$ cat config.mk
export PLATFORM = sky130hd
export DESIGN_NAME = pt_walker
export DESIGN_NICKNAME = d
export VERILOG_FILES = /design/src/rtl/pw_pkg.sv /design/src/rtl/pw_entry_chk.sv /design/src/rtl/pw_addr_gen.sv /design/src/rtl/pt_walker.sv
export SDC_FILE = /design/constraint.sdc
export NUM_CORES = 1
export LEC_CHECK = 0
export CORE_UTILIZATION = 54
export DETAILED_ROUTE_END_ITERATION = 6
export MAX_ROUTING_LAYER = met4
export PLACE_DENSITY_LB_ADDON = 0.1
export SLEW_MARGIN = 25
export SYNTH_ARGS = -nofsm -noshare
export SYNTH_HDL_FRONTEND = slang
export SYNTH_HIERARCHICAL = 1
export SYNTH_SLANG_ARGS = --single-unit
$ cat constraint.sdc
create_clock -name clk_i -period 4.3 [get_ports clk_i]
set_clock_uncertainty 0.1 [all_clocks]
set_input_delay 0.43 -clock clk_i [delete_from_list [all_inputs] [get_ports clk_i]]
set_output_delay 0.43 -clock clk_i [all_outputs]
set_load 0.03 [all_outputs]
$ cat src/rtl/pw_pkg.sv
package pw_pkg;
  localparam int unsigned VA_W      = 32;
  localparam int unsigned OFF_W     = 12;
  localparam int unsigned IDX_W     = 10;
  localparam int unsigned SUP_OFF_W = OFF_W + IDX_W;
  localparam int unsigned ERR_W     = 5;
  localparam int unsigned VEC_W     = 8;
  localparam int unsigned B_P  = 0;
  localparam int unsigned B_RW = 1;
  localparam int unsigned B_US = 2;
  localparam int unsigned B_A  = 5;
  localparam int unsigned B_D  = 6;
  localparam int unsigned B_PS = 7;
  localparam logic [VEC_W-1:0] PF_VEC = VEC_W'(14);

  typedef enum logic [2:0] {
    S_IDLE, S_DIR_RD, S_DIR_CHK, S_TBL_RD, S_TBL_CHK, S_WB_DIR, S_WB_TBL, S_RESP
  } walk_st_e;
endpackage

$ cat src/rtl/pw_entry_chk.sv
module pw_entry_chk
  import pw_pkg::*;
(
  input  logic [VA_W-1:0]  entry_i,
  input  logic             is_dir_i,
  input  logic             super_en_i,
  input  logic             up_us_i,
  input  logic             up_rw_i,
  input  logic             acc_wr_i,
  input  logic             acc_user_i,
  input  logic             acc_fetch_i,
  output logic             leaf_o,
  output logic             fault_o,
  output logic [ERR_W-1:0] err_o
);
  logic present, is_super, rsvd, us_eff, rw_eff, prot;

  always_comb begin
    present  = entry_i[B_P];
    is_super = is_dir_i & super_en_i & entry_i[B_PS];
    leaf_o   = ~is_dir_i | is_super;
    rsvd     = is_super & (|entry_i[SUP_OFF_W-1:OFF_W+1]);
    us_eff   = up_us_i & entry_i[B_US];
    rw_eff   = up_rw_i & entry_i[B_RW];
    // rights are judged only at the final mapping, with rights of all levels combined
    prot     = acc_user_i & (~us_eff | (acc_wr_i & ~rw_eff));
    fault_o  = ~present | (leaf_o & (rsvd | prot));
    err_o    = {acc_fetch_i, present & rsvd, acc_user_i, acc_wr_i, present};
  end
endmodule

$ cat src/rtl/pw_addr_gen.sv
module pw_addr_gen
  import pw_pkg::*;
(
  input  logic [VA_W-1:0] dir_base_i,
  input  logic [VA_W-1:0] vaddr_i,
  input  logic [VA_W-1:0] pde_i,
  input  logic [VA_W-1:0] pte_i,
  output logic [VA_W-1:0] dir_addr_o,
  output logic [VA_W-1:0] tbl_addr_o,
  output logic [VA_W-1:0] page_pa_o,
  output logic [VA_W-1:0] super_pa_o
);
  localparam int unsigned WORD_SH = 2;

  always_comb begin
    dir_addr_o = {dir_base_i[VA_W-1:OFF_W], vaddr_i[VA_W-1:SUP_OFF_W], {WORD_SH{1'b0}}};
    tbl_addr_o = {pde_i[VA_W-1:OFF_W], vaddr_i[SUP_OFF_W-1:OFF_W], {WORD_SH{1'b0}}};
    page_pa_o  = {pte_i[VA_W-1:OFF_W], vaddr_i[OFF_W-1:0]};
    super_pa_o = {pde_i[VA_W-1:SUP_OFF_W], vaddr_i[SUP_OFF_W-1:0]};
  end
endmodule

$ cat src/rtl/pt_walker.sv
module pt_walker
  import pw_pkg::*;
(
  input  logic             clk_i,
  input  logic             rst_ni,
  input  logic             req_valid_i,
  output logic             req_ready_o,
  input  logic [31:0]      req_vaddr_i,
  input  logic             req_write_i,
  input  logic             req_user_i,
  input  logic             req_fetch_i,
  input  logic [31:0]      dir_base_i,
  input  logic             super_en_i,
  output logic             resp_valid_o,
  output logic [31:0]      resp_paddr_o,
  output logic             resp_fault_o,
  output logic [4:0]       resp_err_o,
  output logic [7:0]       resp_vector_o,
  output logic [31:0]      fault_addr_o,
  output logic             mem_rd_o,
  output logic             mem_we_o,
  output logic [31:0]      mem_addr_o,
  output logic [31:0]      mem_wdata_o,
  input  logic [31:0]      mem_rdata_i
);
  walk_st_e           state_q;
  logic [VA_W-1:0]    va_q, base_q, pde_q, pte_q, paddr_q, fault_addr_q;
  logic               wr_q, user_q, fetch_q, sup_en_q, super_q, fault_q;
  logic [ERR_W-1:0]   err_q;

  logic [VA_W-1:0]    dir_addr, tbl_addr, page_pa, super_pa, new_pde, new_pte;
  logic               chk_leaf, chk_fault, chk_is_dir;
  logic [ERR_W-1:0]   chk_err;

  assign chk_is_dir = (state_q == S_DIR_CHK);

  pw_addr_gen u_addr (
    .dir_base_i (base_q),
    .vaddr_i    (va_q),
    .pde_i      (pde_q),
    .pte_i      (pte_q),
    .dir_addr_o (dir_addr),
    .tbl_addr_o (tbl_addr),
    .page_pa_o  (page_pa),
    .super_pa_o (super_pa)
  );

  pw_entry_chk u_chk (
    .entry_i     (mem_rdata_i),
    .is_dir_i    (chk_is_dir),
    .super_en_i  (sup_en_q),
    .up_us_i     (chk_is_dir | pde_q[B_US]),
    .up_rw_i     (chk_is_dir | pde_q[B_RW]),
    .acc_wr_i    (wr_q),
    .acc_user_i  (user_q),
    .acc_fetch_i (fetch_q),
    .leaf_o      (chk_leaf),
    .fault_o     (chk_fault),
    .err_o       (chk_err)
  );

  always_comb begin
    new_pde = pde_q;
    new_pde[B_A] = 1'b1;
    if (super_q && wr_q) new_pde[B_D] = 1'b1;
    new_pte = pte_q;
    new_pte[B_A] = 1'b1;
    if (wr_q) new_pte[B_D] = 1'b1;
  end

  always_comb begin
    mem_rd_o    = (state_q == S_DIR_RD) || (state_q == S_TBL_RD);
    mem_we_o    = 1'b0;
    mem_addr_o  = '0;
    mem_wdata_o = '0;
    unique case (state_q)
      S_DIR_RD: mem_addr_o = dir_addr;
      S_TBL_RD: mem_addr_o = tbl_addr;
      S_WB_DIR: begin
        mem_addr_o  = dir_addr;
        mem_wdata_o = new_pde;
        mem_we_o    = (new_pde != pde_q);
      end
      S_WB_TBL: begin
        mem_addr_o  = tbl_addr;
        mem_wdata_o = new_pte;
        mem_we_o    = (new_pte != pte_q);
      end
      default: ;
    endcase
  end

  always_ff @(posedge clk_i or negedge rst_ni) begin
    if (!rst_ni) begin
      state_q      <= S_IDLE;
      va_q         <= '0;
      base_q       <= '0;
      pde_q        <= '0;
      pte_q        <= '0;
      paddr_q      <= '0;
      fault_addr_q <= '0;
      wr_q         <= 1'b0;
      user_q       <= 1'b0;
      fetch_q      <= 1'b0;
      sup_en_q     <= 1'b0;
      super_q      <= 1'b0;
      fault_q      <= 1'b0;
      err_q        <= '0;
    end else begin
      unique case (state_q)
        S_IDLE: if (req_valid_i) begin
          va_q     <= req_vaddr_i;
          base_q   <= dir_base_i;
          wr_q     <= req_write_i;
          user_q   <= req_user_i;
          fetch_q  <= req_fetch_i;
          sup_en_q <= super_en_i;
          super_q  <= 1'b0;
          fault_q  <= 1'b0;
          err_q    <= '0;
          paddr_q  <= '0;
          state_q  <= S_DIR_RD;
        end
        S_DIR_RD: state_q <= S_DIR_CHK;
        S_DIR_CHK: begin
          pde_q <= mem_rdata_i;
          if (chk_fault) begin
            fault_q      <= 1'b1;
            err_q        <= chk_err;
            fault_addr_q <= va_q;
            state_q      <= S_RESP;
          end else if (chk_leaf) begin
            super_q <= 1'b1;
            state_q <= S_WB_DIR;
          end else begin
            state_q <= S_TBL_RD;
          end
        end
        S_TBL_RD: state_q <= S_TBL_CHK;
        S_TBL_CHK: begin
          pte_q <= mem_rdata_i;
          if (chk_fault) begin
            fault_q      <= 1'b1;
            err_q        <= chk_err;
            fault_addr_q <= va_q;
            state_q      <= S_RESP;
          end else begin
            state_q <= S_WB_DIR;
          end
        end
        S_WB_DIR: begin
          paddr_q <= super_q ? super_pa : page_pa;
          state_q <= super_q ? S_RESP : S_WB_TBL;
        end
        S_WB_TBL: state_q <= S_RESP;
        S_RESP:   state_q <= S_IDLE;
        default:  state_q <= S_IDLE;
      endcase
    end
  end

  assign req_ready_o   = (state_q == S_IDLE);
  assign resp_valid_o  = (state_q == S_RESP);
  assign resp_paddr_o  = paddr_q;
  assign resp_fault_o  = fault_q;
  assign resp_err_o    = err_q;
  assign resp_vector_o = (resp_valid_o && fault_q) ? PF_VEC : '0;
  assign fault_addr_o  = fault_addr_q;

  a_r9_resp_pulse: assert property (@(posedge clk_i) disable iff (!rst_ni)
    resp_valid_o |=> !resp_valid_o);

  a_r9_ready_not_busy: assert property (@(posedge clk_i) disable iff (!rst_ni)
    !(req_ready_o && (resp_valid_o || mem_rd_o || mem_we_o)));

  a_r4_rsvd_needs_p: assert property (@(posedge clk_i) disable iff (!rst_ni)
    (resp_valid_o && resp_err_o[3]) |-> (resp_err_o[0] && resp_fault_o));

  a_r3_np_only_fault: assert property (@(posedge clk_i) disable iff (!rst_ni)
    (resp_valid_o && !resp_fault_o) |-> (resp_err_o == '0));

  a_r7_wb_sets_a: assert property (@(posedge clk_i) disable iff (!rst_ni)
    mem_we_o |-> mem_wdata_o[B_A]);

  a_r7_no_dirty_on_read: assert property (@(posedge clk_i) disable iff (!rst_ni)
    (mem_we_o && !wr_q && state_q == S_WB_TBL) |-> (mem_wdata_o[B_D] == pte_q[B_D]));

  a_r9_rd_we_excl: assert property (@(posedge clk_i) disable iff (!rst_ni)
    !(mem_rd_o && mem_we_o));

  a_r8_fault_addr_hold: assert property (@(posedge clk_i) disable iff (!rst_ni)
    (state_q != S_DIR_CHK && state_q != S_TBL_CHK) |=> $stable(fault_addr_o));
endmodule

Word-level counts from Yosys, hierarchy flattened
Cells that the tools add are included.
{"block": "totals", "regBits": 206, "input_bits": 103, "output_inout_bits": 146, "wordCells": 86}
{"block": "classes", "n_eq_ne": 13, "muxes": 24, "bitwise_logic": 19, "reduce_logical": 16}
{"operator": "one-hot mux 32 bit (2 select lines)", "n": 3}
{"operator": "two-way mux 32 bit", "n": 2}
{"operator": "one-hot mux 3 bit (8 select lines)", "n": 1}
{"operator": "equality test 3 bit, second input constant", "n": 4}
{"operator": "two-way mux 5 bit", "n": 2}
{"operator": "one-hot mux 5 bit (2 select lines)", "n": 1}
{"operator": "AND 1 bit", "n": 9}
{"operator": "two-way mux 3 bit", "n": 3}
{"operator": "OR reduction 9 bit", "n": 1}
{"operator": "two-way mux 1 bit", "n": 7}
{"operator": "equality test 3 x 2 -> 1 bit, second input constant", "n": 2}
{"operator": "!= test 2 bit, second input constant", "n": 3}
{"operator": "OR 1 bit", "n": 6}
{"operator": "one-hot mux 1 bit (2 select lines)", "n": 3}
{"operator": "AND reduction 2 bit", "n": 3}
{"operator": "nonzero test 2 bit", "n": 3}
{"operator": "OR reduction 2 bit", "n": 3}
{"operator": "two-way mux 4 bit", "n": 1}
{"operator": "!= test 2 bit", "n": 2}
{"operator": "inverter 1 bit", "n": 4}
{"operator": "AND reduction 4 bit", "n": 1}
{"operator": "equality test 3 x 1 -> 1 bit, second input constant", "n": 1}
{"operator": "zero test 3 bit", "n": 1}
{"operator": "AND reduction 3 bit", "n": 1}
{"operator": "4 further kinds", "n": 5}

Depth between registers and ports, before layout
{"block": "logic_depth", "ltp_word": 12, "mapped_depth": 13, "depth_no_buf": 8}

Hierarchy
Netlist, hierarchy kept.
{"mod": "pt_walker", "n_inst": 1, "cells_per_inst": 605, "area_each_um2": 8878.5, "seq_area_each_um2": 5154.9}
{"mod": "pw_addr_gen", "n_inst": 1, "cells_per_inst": 129, "area_each_um2": 964.7, "seq_area_each_um2": 0.0}
{"mod": "pw_entry_chk", "n_inst": 1, "cells_per_inst": 15, "area_each_um2": 103.8, "seq_area_each_um2": 0.0}

Worst setup path after synthesis
No wires, ideal clock.
{"block": "synth_path", "path_kind": "register to register", "startpoint": "register state_q[1]", "endpoint": "register fault_addr_q[12] (netlist: fault_addr_o[12])", "setup_time_ns": 0.125, "t_arrival_ns": 2.616, "path_slack_ns": 1.459, "stages_incl_launch_ff": 14, "synth_period_minus_slack_ns": 2.841, "path_cell_list": "dfrtp_1 buf_4 nor3b_2 buf_4 buf_6 or2_2 nand2_1 a21oi_1 o221ai_1 inv_1 nor3_2 buf_4 buf_6 mux2_2"}
{"block": "synth_between", "elab_chain_len": 11, "elab_cells_between_ends": 21}
{"item": "from (decl)", "line_no": "pt_walker.sv:26", "rtl": "walk_st_e state_q;"}
{"item": "from (signal assigned)", "line_no": "pt_walker.sv:153", "rtl": "state_q <= super_q ? S_RESP : S_WB_TBL;"}
{"item": "equality test 3 x 2 -> 1 bit *", "line_no": "pt_walker.sv:35", "rtl": "assign chk_is_dir = (state_q == S_DIR_CHK);"}
{"item": "named net chk_is_dir", "line_no": "pt_walker.sv:32", "rtl": "logic chk_leaf, chk_fault, chk_is_dir;"}
{"item": "OR 1 bit", "line_no": "pt_walker.sv:53", "rtl": ".up_rw_i (chk_is_dir | pde_q[B_RW]),"}
{"item": "AND 1 bit", "line_no": "pw_entry_chk.sv:24", "rtl": "rw_eff = up_rw_i & entry_i[B_RW];"}
{"item": "inverter 1 bit", "line_no": "pw_entry_chk.sv:26", "rtl": "prot = acc_user_i & (~us_eff | (acc_wr_i & ~rw_eff));"}
{"item": "AND 1 bit", "line_no": "pw_entry_chk.sv:26"}
{"item": "OR 1 bit", "line_no": "pw_entry_chk.sv:26"}
{"item": "AND 1 bit", "line_no": "pw_entry_chk.sv:26"}
{"item": "OR 1 bit", "line_no": "pw_entry_chk.sv:27", "rtl": "fault_o = ~present | (leaf_o & (rsvd | prot));"}
{"item": "AND 1 bit *", "line_no": "pw_entry_chk.sv:27"}
{"item": "OR 1 bit *", "line_no": "pw_entry_chk.sv:27"}
{"item": "named net chk_fault", "line_no": "pt_walker.sv:32"}
{"item": "AND reduction 2 bit (no line) *"}
{"item": "to (signal assigned)", "line_no": "pt_walker.sv:130", "rtl": "fault_addr_q <= va_q;"}
{"item": "to (signal assigned)", "line_no": "pt_walker.sv:145", "rtl": "fault_addr_q <= va_q;"}
{"item": "to (decl)", "line_no": "pt_walker.sv:27", "rtl": "logic [VA_W-1:0] va_q, base_q, pde_q, pte_q, paddr_q, fault_addr_q;"}
The timed path passes the listed nets; every way through them passes the cells marked *.
A chain may end at the register's enable or synchronous reset.

Final worst setup path
{"block": "layout_path", "startpoint": "register state_q[1]", "endpoint": "register fault_addr_q[2] (netlist: fault_addr_o[2])"}
{"block": "layout_between", "elab_chain_len": 11, "elab_cells_between_ends": 21}
{"item": "equality test 3 x 2 -> 1 bit *", "line_no": "pt_walker.sv:35"}
{"item": "OR 1 bit", "line_no": "pt_walker.sv:53"}
{"item": "AND 1 bit", "line_no": "pw_entry_chk.sv:24"}
{"item": "inverter 1 bit", "line_no": "pw_entry_chk.sv:26"}
{"item": "AND 1 bit", "line_no": "pw_entry_chk.sv:26"}
{"item": "OR 1 bit", "line_no": "pw_entry_chk.sv:26"}
{"item": "AND 1 bit", "line_no": "pw_entry_chk.sv:26"}
{"item": "OR 1 bit", "line_no": "pw_entry_chk.sv:27"}
{"item": "AND 1 bit *", "line_no": "pw_entry_chk.sv:27"}
{"item": "OR 1 bit *", "line_no": "pw_entry_chk.sv:27"}
{"item": "named net chk_fault", "line_no": "pt_walker.sv:32"}
{"item": "AND reduction 2 bit (no line) *"}
Marked as above.

==> metrics.yaml <==
run_status:
  status: "finished clean"
clock_network:
  cts_hold_buf: 0
  clk_root_buffer_cell: "clkbuf_16"
  clk_path_buf_depth: 2
  cts_tree: "yes"
  htree_levels: 4
  post_cts_buffers: 0
  clock_latency_ps: 430
  cts_resized: 0
  path_clk_slew_ps: 70
  cts_buffers: 17
  clock_sinks: 194
sta:
  relSlewSlack_pct: 38.5
  worst_pin_slew_ps: 920
  tns_ps: 0
  finalSetupViolCount: 0
  final_max_slew_viol_count: 0
  hold_viol: 0
  grt_setup_unrepaired: "no"
  fin_crit_ps: 3600
  post-route-period-util_pct: 83.7
  fmax_mhz: 278
worst_setup_path:
  cpMaxStageDelayCell: "dfrtp_1"
  path_class: "reg -> reg"
  cpPeakStageDelay_ps: 730
  crit_fanout: 29
  end_kind: "register"
  worstPathArrival_ps: 3810
  cp-start-kind: "register"
  crit_chain: "nor3b_4, nand3_1, o221ai_1, inv_1, nor3_4, buf_12, mux2_2"
  cp.required_ps: 4510
placement:
  gp_congestion: 0.810
  place_area_mm2: 0.0109
  io_buffers: 229
  dp_cells: 1013
  hpwlAfterDp_um: 15000
layout:
  utilization_pct: 66.7
  layout-drive-gt1-share_pct: 20.1
  nFillCells: 1246
  area_growth_pct: 20.9
  final_area_mm2: 0.0115
  instances_no_fill: 1046
  nNetsFinal: 910
pwr:
  peakVddDrop_uv: 450
  finalPower_mw: 10.4
  p_leak_nw: 4.84
  p_per_area_mw_per_mm2: 908
floorplan:
  die_y_um: 135
  die_x_um: 135
  dieArea_mm2: 0.0181
  fp-row-count: 48
  ioPinCount: 249
  coreArea_mm2: 0.0172
  start_util_pct: 55.2
detailed_routing:
  drt-total-wl_um: 22000
  first_pass_iters: 5
  avgRoutedWirePerCell_um: 21.0
  viasPerCell: 5.54
  drt_iter0_drc: 296
  detail-route-antenna-nets: 0
  detail_route.drc_violations: 0
  num_vias: 5800
grt:
  grt_first_pass_wirelength_um: 34500
  grt_usage_pct: 26.0
  grt_pass1_vias: 6130
  grt_max_degree: 115
  grt-ovfl-total: 0
  antenna_found_initial: 2
hold_path:
  hp-class: "in -> async"
yosys:
  netlist_instances: 725
  ys_warn_count: 6
  avgSynthCellArea_um2: 13.1
  synth_area_mm2: 0.00951
job:
  cap_violations: 0
==> area by class of cell <==
class / instances / area (µm²) / share of cell area (%)
flip-flops and latches: 194 / 4860 / 42.2
clock inverters: 10 / 124 / 1.08
multi-input cells: 349 / 3360 / 29.2
repair buffers: 242 / 2400 / 20.9
diodes: 2 / 5.00 / 0.0435
well taps: 225 / 282 / 2.45
inverters: 3 / 11.3 / 0.0979
clock buffers: 21 / 460 / 4.00
==> sequential cells by signal, indices dropped and copies added, names as in the netlist, 3 cells and up <==
register and count:
base_q 20, pte_q 32, resp_err_o 5, va_q 32, pde_q 32, state_q 3
resp_paddr_o 32, fault_addr_o 32
==> stage by stage <==
stage	setup WS [ps]	hold slack (ps)
2_1_floorplan	1460	34.4
4_1_cts	715	63.4
5_1_grt	516	89.3
6_report	700	24.9
3_3_place_gp	927	368
3_5_place_dp	720	373
==> placed cells by master (no fill, tap or decap), drive strengths merged, types with 3 or more instances in the layout <==
cell,n
o2bb2ai,33
conb,9
nor2,5
buf,14
mux2,156
o21ai,5
nand2,8
or2,3
dfrtp,194
clkbuf,22
nor3b,4
inv,8
mux2i,32
clkdlybuf4s50,227
a22o,63
nor2b,7
==> power breakdown <==
group	total, mW	internal, mW	switching [mW]
registers	3.46	2.72	0.734
clock network	1.58	0.894	0.684
logic	5.41	2.52	2.89
total	10.4	6.14	4.30
==> metal layers <==
layer / global-route usage, % / up-vias / wire length, µm
met5: - / - / 0
met4: 8.05 / 0 / 453
met3: 5.78 / 25 / 1220
met2: 41.6 / 184 / 10700
met1: 33.1 / 2978 / 9600
li1: - / 2613 / -
==> worst max-delay path: cells and delay by family, from the launching register on <==
family | cells | cell delay [ps]
AO/OA/AOI/OAI | 1 | 400
AND/OR/NAND/NOR | 3 | 1420
multiplexers | 1 | 360
flip-flops | 1 | 730
buffers and inverters | 2 | 450
==> worst paths after layout <==
check	endpoint	cells after the start	slack, ps	startpoint
min	base_q[22]	1	20	rst_ni
min in group clk_i	fetch_q	1	390	fetch_q
max in group asynchronous	resp_paddr_o[9]	2	3100	rst_ni
max reg2reg	fault_addr_o[2]	7	700	state_q[1]
min reg2reg	fetch_q	1	390	fetch_q
max	fault_addr_o[2]	7	700	state_q[1]
Note: power is estimated with default switching activity, not from simulation.
